===== config.mk =====
export PLATFORM = sky130hd
export DESIGN_NAME = trap_entry_seq
export DESIGN_NICKNAME = d
export VERILOG_FILES = /design/src/rtl/trap_seq_pkg.sv /design/src/rtl/trap_win_dec.sv /design/src/rtl/trap_vec_gen.sv /design/src/rtl/trap_fq_unit.sv /design/src/rtl/trap_entry_seq.sv
export SDC_FILE = /design/constraint.sdc
export NUM_CORES = 1
export LEC_CHECK = 0
export CAP_MARGIN = 20
export CORE_AREA = 2 2 122 213
export DETAILED_ROUTE_END_ITERATION = 8
export DIE_AREA = 0 0 124 215
export GPL_TIMING_DRIVEN = 0
export PLACE_DENSITY = 0.8
export SLEW_MARGIN = 20
export SYNTH_ARGS = -nofsm -noshare
export SYNTH_HDL_FRONTEND = slang
export SYNTH_SLANG_ARGS = --single-unit

===== constraint.sdc =====
create_clock -name clk -period 2.36 [get_ports clk]
set_clock_uncertainty 0.05 [all_clocks]
set_input_delay 0.708 -clock clk [delete_from_list [all_inputs] [get_ports clk]]
set_output_delay 0.708 -clock clk [all_outputs]
set_load 0.01 [all_outputs]

===== src/rtl/trap_seq_pkg.sv =====
package trap_seq_pkg;

    localparam int TT_W = 8;

    typedef enum logic [2:0] {
        S_IDLE,
        S_ENTER,
        S_SAVE,
        S_HALT,
        S_SHUT
    } seq_state_t;

    localparam logic [TT_W-1:0] TT_FP_EXC   = 8'h08;
    localparam logic [TT_W-1:0] TT_SHUTDOWN = 8'h80;

    function automatic logic is_ext_irq(input logic [TT_W-1:0] t);
        return (t[7:4] == 4'h1) && (t[3:0] != 4'h0);
    endfunction

endpackage


===== src/rtl/trap_win_dec.sv =====
module trap_win_dec #(
    parameter int NWIN  = 8,
    parameter int CWP_W = 3
) (
    input  logic [CWP_W-1:0] cur,
    output logic [CWP_W-1:0] nxt
);
    localparam bit POW2 = ((1 << CWP_W) == NWIN);

    generate
        if (POW2) begin : g_pow2
            assign nxt = cur - CWP_W'(1);
        end else begin : g_mod
            assign nxt = (cur == '0) ? CWP_W'(NWIN - 1) : cur - CWP_W'(1);
        end
    endgenerate
endmodule


===== src/rtl/trap_vec_gen.sv =====
module trap_vec_gen #(
    parameter int XLEN   = 32,
    parameter int BASE_W = 20,
    parameter int TT_W   = 8
) (
    input  logic [BASE_W-1:0] base,
    input  logic [TT_W-1:0]   tt,
    output logic [XLEN-1:0]   vec_pc,
    output logic [XLEN-1:0]   vec_npc
);
    localparam int PAD_W = XLEN - BASE_W - TT_W;

    assign vec_pc  = {base, tt, {PAD_W{1'b0}}};
    assign vec_npc = vec_pc + XLEN'(4);
endmodule


===== src/rtl/trap_fq_unit.sv =====
module trap_fq_unit #(
    parameter int XLEN = 32
) (
    input  logic            clk,
    input  logic            rst_n,
    input  logic            capture,
    input  logic            clr,
    input  logic [XLEN-1:0] cap_addr,
    input  logic [XLEN-1:0] cap_insn,
    output logic            valid,
    output logic [XLEN-1:0] addr,
    output logic [XLEN-1:0] insn
);
    always_ff @(posedge clk) begin
        if (!rst_n) begin
            valid <= 1'b0;
            addr  <= '0;
            insn  <= '0;
        end else if (clr) begin
            valid <= 1'b0;
        end else if (capture && !valid) begin
            valid <= 1'b1;
            addr  <= cap_addr;
            insn  <= cap_insn;
        end
    end
endmodule


===== src/rtl/trap_entry_seq.sv =====
module trap_entry_seq
    import trap_seq_pkg::*;
#(
    parameter int XLEN   = 32,
    parameter int NWIN   = 8,
    parameter int BASE_W = 20
) (
    input  logic              clk,
    input  logic              rst_n,
    input  logic              trap_req,
    input  logic [7:0]        trap_type,
    input  logic              shutdown_en,
    input  logic [XLEN-1:0]   fetch_word,
    input  logic              ld_en,
    input  logic              ld_trap_en,
    input  logic              ld_sup,
    input  logic              ld_prev_sup,
    input  logic [2:0]        ld_cwp,
    input  logic [BASE_W-1:0] ld_tbr_base,
    input  logic [XLEN-1:0]   ld_pc,
    input  logic [XLEN-1:0]   ld_npc,
    input  logic              ld_fq_clr,
    output logic              busy,
    output logic              trap_en,
    output logic              sup,
    output logic              prev_sup,
    output logic [2:0]        cwp,
    output logic [XLEN-1:0]   tbr,
    output logic [XLEN-1:0]   pc,
    output logic [XLEN-1:0]   npc,
    output logic              rf_we,
    output logic [2:0]        rf_win,
    output logic [XLEN-1:0]   rf_l1_data,
    output logic [XLEN-1:0]   rf_l2_data,
    output logic              fq_valid,
    output logic [XLEN-1:0]   fq_addr,
    output logic [XLEN-1:0]   fq_insn,
    output logic              irq_ack,
    output logic [7:0]        irq_ack_tt,
    output logic              shutdown_req,
    output logic              error_halt
);
    localparam int CWP_W = $clog2(NWIN);
    localparam int PAD_W = XLEN - BASE_W - TT_W;

    seq_state_t state, state_nxt;

    logic [TT_W-1:0]   tt_q;
    logic [TT_W-1:0]   tbr_tt_q;
    logic [BASE_W-1:0] base_q;
    logic [XLEN-1:0]   saved_pc_q, saved_npc_q;
    logic [CWP_W-1:0]  cwp_q, cwp_dec;
    logic [XLEN-1:0]   vec_pc, vec_npc;
    logic              idle_accept, idle_load, enter_fp;

    // strobe accepted in idle with traps enabled; the trap beats a load
    assign idle_accept = (state == S_IDLE) && trap_req && trap_en;
    assign idle_load   = (state == S_IDLE) && ld_en && !trap_req;
    assign enter_fp    = (state == S_ENTER) && (tt_q == TT_FP_EXC);

    trap_win_dec #(.NWIN(NWIN), .CWP_W(CWP_W)) u_win (
        .cur (cwp_q),
        .nxt (cwp_dec)
    );

    trap_vec_gen #(.XLEN(XLEN), .BASE_W(BASE_W), .TT_W(TT_W)) u_vec (
        .base    (base_q),
        .tt      (tt_q),
        .vec_pc  (vec_pc),
        .vec_npc (vec_npc)
    );

    trap_fq_unit #(.XLEN(XLEN)) u_fq (
        .clk      (clk),
        .rst_n    (rst_n),
        .capture  (enter_fp),
        .clr      (idle_load && ld_fq_clr),
        .cap_addr (pc),
        .cap_insn (fetch_word),
        .valid    (fq_valid),
        .addr     (fq_addr),
        .insn     (fq_insn)
    );

    // next-state selection
    always_comb begin
        state_nxt = state;
        unique case (state)
            S_IDLE: begin
                if (trap_req) begin
                    if (trap_en)
                        state_nxt = S_ENTER;
                    else if (trap_type == TT_SHUTDOWN && shutdown_en)
                        state_nxt = S_SHUT;
                    else
                        state_nxt = S_HALT;
                end
            end
            S_ENTER: state_nxt = S_SAVE;
            S_SAVE:  state_nxt = S_IDLE;
            S_HALT:  state_nxt = S_HALT;
            S_SHUT:  state_nxt = S_SHUT;
            default: state_nxt = S_HALT;
        endcase
    end

    // state register
    always_ff @(posedge clk) begin
        if (!rst_n) state <= S_IDLE;
        else        state <= state_nxt;
    end

    // architectural state updates
    always_ff @(posedge clk) begin
        if (!rst_n) begin
            trap_en     <= 1'b0;
            sup         <= 1'b1;
            prev_sup    <= 1'b0;
            cwp_q       <= '0;
            base_q      <= '0;
            tbr_tt_q    <= '0;
            pc          <= '0;
            npc         <= XLEN'(4);
            tt_q        <= '0;
            saved_pc_q  <= '0;
            saved_npc_q <= '0;
        end else if (idle_accept) begin
            tt_q <= trap_type;
        end else if (idle_load) begin
            trap_en  <= ld_trap_en;
            sup      <= ld_sup;
            prev_sup <= ld_prev_sup;
            cwp_q    <= CWP_W'(ld_cwp);
            base_q   <= ld_tbr_base;
            pc       <= ld_pc;
            npc      <= ld_npc;
        end else if (state == S_ENTER) begin
            trap_en  <= 1'b0;
            prev_sup <= sup;
            sup      <= 1'b1;
            cwp_q    <= cwp_dec;
            tbr_tt_q <= tt_q;
            pc       <= vec_pc;
            npc      <= vec_npc;
            if (tt_q == TT_FP_EXC) begin
                saved_pc_q  <= npc;
                saved_npc_q <= npc + XLEN'(4);
            end else begin
                saved_pc_q  <= pc;
                saved_npc_q <= npc;
            end
        end
    end

    assign cwp = 3'(cwp_q);
    assign tbr = {base_q, tbr_tt_q, {PAD_W{1'b0}}};

    // outputs decoded from state
    always_comb begin
        busy         = 1'b0;
        rf_we        = 1'b0;
        irq_ack      = 1'b0;
        shutdown_req = 1'b0;
        error_halt   = 1'b0;
        unique case (state)
            S_IDLE:  ;
            S_ENTER: busy = 1'b1;
            S_SAVE: begin
                busy    = 1'b1;
                rf_we   = 1'b1;
                irq_ack = is_ext_irq(tt_q);
            end
            S_HALT:  error_halt   = 1'b1;
            S_SHUT:  shutdown_req = 1'b1;
            default: error_halt   = 1'b1;
        endcase
    end

    assign rf_win     = 3'(cwp_q);
    assign rf_l1_data = saved_pc_q;
    assign rf_l2_data = saved_npc_q;
    assign irq_ack_tt = irq_ack ? tt_q : 8'h00;

endmodule


# [Word level (Yosys, flattened, before mapping)]
# Index checks and enable logic that the tools add are counted.
[word_totals] reg_bits=238 in_bits=136 out_inout_bits=247 elab_cells=74
[classes] add_sub_neg=3 eq_ne=7 mux=24 n_bitwise=4 n_reduce_logical=21
[op_table] operator="$mux W32" n=6
[op_table] operator="$add A32 B3 Y32 const B" n=2
[op_table] operator="$mux W3" n=5
[op_table] operator="$pmux W3 S4" n=1
[op_table] operator="$mux W1" n=11
[op_table] operator="$logic_and A1 B1 Y1" n=9
[op_table] operator="$eq A8 B4 Y1 const B" n=1
[op_table] operator="$eq A8 B8 Y1 const B" n=1
[op_table] operator="$mux W8" n=1
[op_table] operator="$reduce_and A2 Y1" n=3
[op_table] operator="$eq A4 B1 Y1 const B" n=1
[op_table] operator="$not A1 Y1" n=4
[op_table] operator="$reduce_bool A4 Y1" n=1
[op_table] operator="$reduce_or A2 Y1" n=2
[op_table] operator="$reduce_or A4 Y1" n=1
[op_table] operator="$eq A3 B1 Y1 const B" n=1
[op_table] operator="$eq A3 B2 Y1 const B" n=1
[op_table] operator="$eq A3 B3 Y1 const B" n=1
[op_table] operator="$logic_not A3 Y1" n=1
[op_table] operator="$reduce_and A3 Y1" n=1
[op_table] operator="$sub A3 B1 Y3 const B" n=1
[op_table] operator="$logic_not A1 Y1" n=2
[op_table] operator="$ne A2 B2 Y1 const B" n=1
[op_table] operator="$reduce_bool A2 Y1" n=1

# [Longest topological paths before layout]
[logic_depth] word_depth=6 ltp_mapped=8 ltp_nobuf=6

# [Cells and area by module]
# From an unflattened synthesis, not the netlist that was laid out.
[unflattened] cells_unflattened=1209 hier_area_um2=10506.3
[by_module_without_submodules] module="trap_entry_seq" n_inst=1 cells_per_inst=857 area_each_um2=7339.5 seq_area_each_um2=3463.3
[by_module_without_submodules] module="trap_fq_unit" n_inst=1 cells_per_inst=281 area_each_um2=2646.3 seq_area_each_um2=1301.2
[by_module_without_submodules] module="trap_vec_gen" n_inst=1 cells_per_inst=66 area_each_um2=488.0 seq_area_each_um2=0.0
[by_module_without_submodules] module="trap_win_dec" n_inst=1 cells_per_inst=5 area_each_um2=32.5 seq_area_each_um2=0.0

# [Worst setup path before layout]
# No wires, ideal clock.
[synth_path] path_kind="reg-to-output" start="register state[1]" end="output irq_ack_tt[0]" arrival_time_ps=1722 t_required_ps=1602 path_slack_ps=-120 stages_incl_launch_ff=6 n_path_buf=1 cell_sequence="dfxtp_1 -> clkbuf_1 -> nor3b_1 -> nand3_1 -> a21oi_1 -> and2_1"
[synth_between] elab_chain_cells=3
[synth_lines] item="start, declared" line_no="trap_entry_seq.sv:46" text="seq_state_t state, state_nxt;"
[synth_lines] item="start signal, assigned" line_no="trap_entry_seq.sv:110" text="else state <= state_nxt;"
[synth_lines] item="$eq A3 B2 Y1" line_no="trap_entry_seq.sv:165" text="unique case (state)"
[synth_lines] item="$mux W1" line_no="trap_entry_seq.sv:165"
[synth_lines] item="net irq_ack" line_no="trap_entry_seq.sv:38" text="output logic irq_ack,"
[synth_lines] item="$mux W8" line_no="trap_entry_seq.sv:182" text="assign irq_ack_tt = irq_ack ? tt_q : 8'h00;"
[synth_lines] item="end, declared" line_no="trap_entry_seq.sv:39" text="output logic [7:0] irq_ack_tt,"
# The timed path passes the listed nets, and every way through them passes these cells.

# [Final worst setup path]
[layout_path] start="register state[1]" end="output irq_ack_tt[2]"
[layout_between] elab_chain_cells=3
[layout_lines] item="$eq A3 B2 Y1" line_no="trap_entry_seq.sv:165"
[layout_lines] item="$mux W1" line_no="trap_entry_seq.sv:165"
[layout_lines] item="$mux W8" line_no="trap_entry_seq.sv:182"
# Every way passes these cells.

==> results.py <==
metrics = {
    "synthesis": {
        "synthMuxAreaShare_pct": 3.95,
        "ys_seq_area_share_pct": 49.5,
        "synth-edff-count": 0,
        "async_flop_share_pct": 0,
        "yosysWarningCount": 0,
        "synth_top_area_cell": "dfxtp_1",
        "synthTopCellsByCount": "276 x nand2_1, 238 x dfxtp_1, 130 x a21oi_1",
        "synthXorXnorAreaFrac_pct": 2.37,
        "synth_top_cell_area_share_pct": 49.5,
        "synth_area_um2": 9620,
        "ys.flop_type": "dfxtp_1",
        "synth_top_family_by_area": "simple AND/OR/NAND/NOR gates",
        "synth_compound_area_share_pct": 17.7,
        "postSynthRegisterBits": 238,
        "synth-simple-area-share_pct": 21.0,
        "ys_types": 44,
        "yosysMostFrequentCell": "nand2_1",
        "synth_area_per_cell_um2": 8.22,
        "syn_inst": 1170,
        "synth_fa_ha_area_share_pct": 0.260,
        "synthTopCellsByArea": "dfxtp_1 50%, nand2_1 11%, a21oi_1 6.8%",
    },
    "cts": {
        "holdBufCountCts": 0,
        "clkTransAtPathRegs_ps": 70,
        "htreeDepth": 1,
        "clock_path_buffers": 3,
        "cts_inserted_buffers": 24,
        "cts_tree": "yes",
        "clock_latency_ps": 550,
        "cts-root-buf": "clkbuf_16",
        "clock_sinks": 238,
    },
    "worst_setup_path": {
        "critical_path_class": "reg -> out",
        "endpoint_kind": "output pin",
        "max_stage_delay_ps": 350,
        "start_kind": "flop",
        "cp_max_fo": 5,
        "worstPathRequired_ps": 1600,
        "crit_arrival_ps": 1860,
        "crit_slowest_cell": "dfxtp_2",
        "path_cells": "buf_8 -> nor3b_4 -> nand3_2 -> a21oi_2 -> buf_4 -> and2_4 -> buf_6",
    },
    "drt": {
        "firstDrtPassIters": 8,
        "drc": 0,
        "ant_nets": 0,
        "via_per_inst": 5.47,
        "drt-total-wl_mm": 41.7,
        "vias": 10600,
        "first_iter_violations": 754,
        "wire_per_inst_um": 21.6,
    },
    "floorplanning": {
        "die_w_um": 124,
        "pin_count": 383,
        "fp.coreArea_um2": 25000,
        "die_h_um": 215,
        "die-area_um2": 26700,
        "initial_core_util_pct": 38.4,
        "num_rows": 77,
    },
    "global_route": {
        "grt_use_total_pct": 30.5,
        "grt_start_max_net_pins": 19,
        "grt_overflow": 0,
        "grt_pass1_wl_mm": 61.6,
        "antenna_found_initial": 4,
        "grt_pass1_vias": 10500,
    },
    "sta": {
        "finalCritPeriodShare_pct": 111,
        "worst_pin_slew_ps": 777,
        "rsz0062_at_grt": "true",
        "min_period_ps": 2620,
        "fmax_mhz": 382,
        "whs_ps": 398,
        "final_max_slew_viol_count": 0,
        "setup_viol_count_final": 45,
        "finalWorstSetupSlack_ps": -261,
        "max_slew_margin_pct": 48.2,
        "finalHoldViolCount": 0,
    },
    "place": {
        "io_buffers": 374,
        "dpl.cell_count": 1867,
        "gp_congestion": 0.899,
        "place_area_um2": 13800,
        "pre_cts_ws_ps": -1250,
        "hpwlAfterDp_mm": 31.1,
    },
    "job": {
        "drv_cap": 0,
    },
    "finish": {
        "drive_gt1_share_pct": 11.7,
        "stdcell_area_um2": 15000,
        "post-route-util_pct": 60.0,
        "nets": 1736,
        "nFillCells": 2181,
        "instances_no_fill": 1935,
        "area_delta_synth_final_pct": 56.4,
    },
    "status": {
        "run_status": "finished, violations left",
        "violations": "setup timing",
    },
    "hold_path": {
        "hold_class": "reg -> reg",
    },
    "power": {
        "leakage_nw": 5.54,
        "irDropWorstVdd_mv": 0.583,
        "power_density_nw_per_um2": 738,
    },
}
==> per-layer routing <==
layer / track usage, % / wire, um
met4: 15.9 / 2620
met3: 5.15 / 3240
met2: 53.7 / 21200
met5: 0 / 0
met1: 34.3 / 14600
==> power by group <==
| part | total, mW | switching (mW) | internal, mW |
|---|---|---|---|
| registers | 4.66 | 0.330 | 4.33 |
| logic | 2.24 | 1.13 | 1.11 |
| clock network | 4.20 | 1.69 | 2.50 |
==> placed cells by master (no fill, tap or decap), drive strengths merged, types with 7 or more instances in the layout <==
master	netlist	routed
xnor2	17	17
mux2i	38	38
clkdlybuf4s50	0	355
clkbuf	85	113
a211oi	37	37
nor3	11	11
nand3	23	23
nand4	12	12
o221a	16	16
xor2	9	9
a21oi	130	130
nor2	117	117
nand2	276	276
o21ai	34	34
dfxtp	238	238
buf	24	57
inv	7	8
conb	1	7
a311oi	39	39
or3	7	8
nor4	11	11
==> flip-flops by register name (all words and copies together) (netlist names) <==
register	count
npc	32
pc	32
rf_l1_data	32
rf_l2_data	32
u_fq.addr	32
u_fq.insn	32
base_q	20
tbr_tt_q	8
tt_q	8
cwp	3
state	3
prev_sup	1
sup	1
trap_en	1
u_fq.valid	1
==> per-stage QoR <==
stage	setup TNS (ps)	total power, mW
after floorplan	-15.4	5.56
after global placement	-182400	6.81
after detailed placement	-124370	6.86
after CTS	-1510	11.1
after global routing	-16680	11.4
final	-2330	11.1
==> path summary, 6_finish.rpt <==
| kind | start | endpoint | slack [ps] | cells past startpoint |
|---|---|---|---|---|
| max | state[1] | irq_ack_tt[2] | -260 | 7 |
| min | u_fq.insn[16] | u_fq.insn[16] | 400 | 2 |
| max reg2reg | state[1] | prev_sup | -70 | 8 |
| min reg2reg | u_fq.insn[16] | u_fq.insn[16] | 400 | 2 |
==> final cells by class <==
type | count | area (um2) | share of cell area (%)
diodes | 4 | 10.0 | 0.0666
multi-input cells | 823 | 4490 | 29.9
flip-flops and latches | 238 | 4820 | 32.0
inverters | 7 | 26.3 | 0.175
clock buffers | 32 | 691 | 4.59
plain buffers | 102 | 508 | 3.38
well taps | 316 | 395 | 2.63
clock inverters | 11 | 175 | 1.16
repair buffers | 402 | 3930 | 26.1
==> cell families after synthesis <==
family,after synthesis
fa+ha+maj,2
buf+inv,116
simple gates,482
compound gates,267
other cells,1
mux,38
xor+xnor,26
flops,238
==> worst max-delay path: cells and delay by family, from the launching register on <==
kind / cells / cell delay [ps]
AO/OA/AOI/OAI: 1 / 180
flip-flops: 1 / 350
AND/OR/NAND/NOR: 3 / 440
buffers and inverters: 3 / 350
==> timing repair <==
item,CTS,global route
resized for setup,111,55
pin swaps,10,10
setup endpoints to repair,258,178
setup buffers,23,4
cloned,1,1
(Power assumes the default switching activity.)
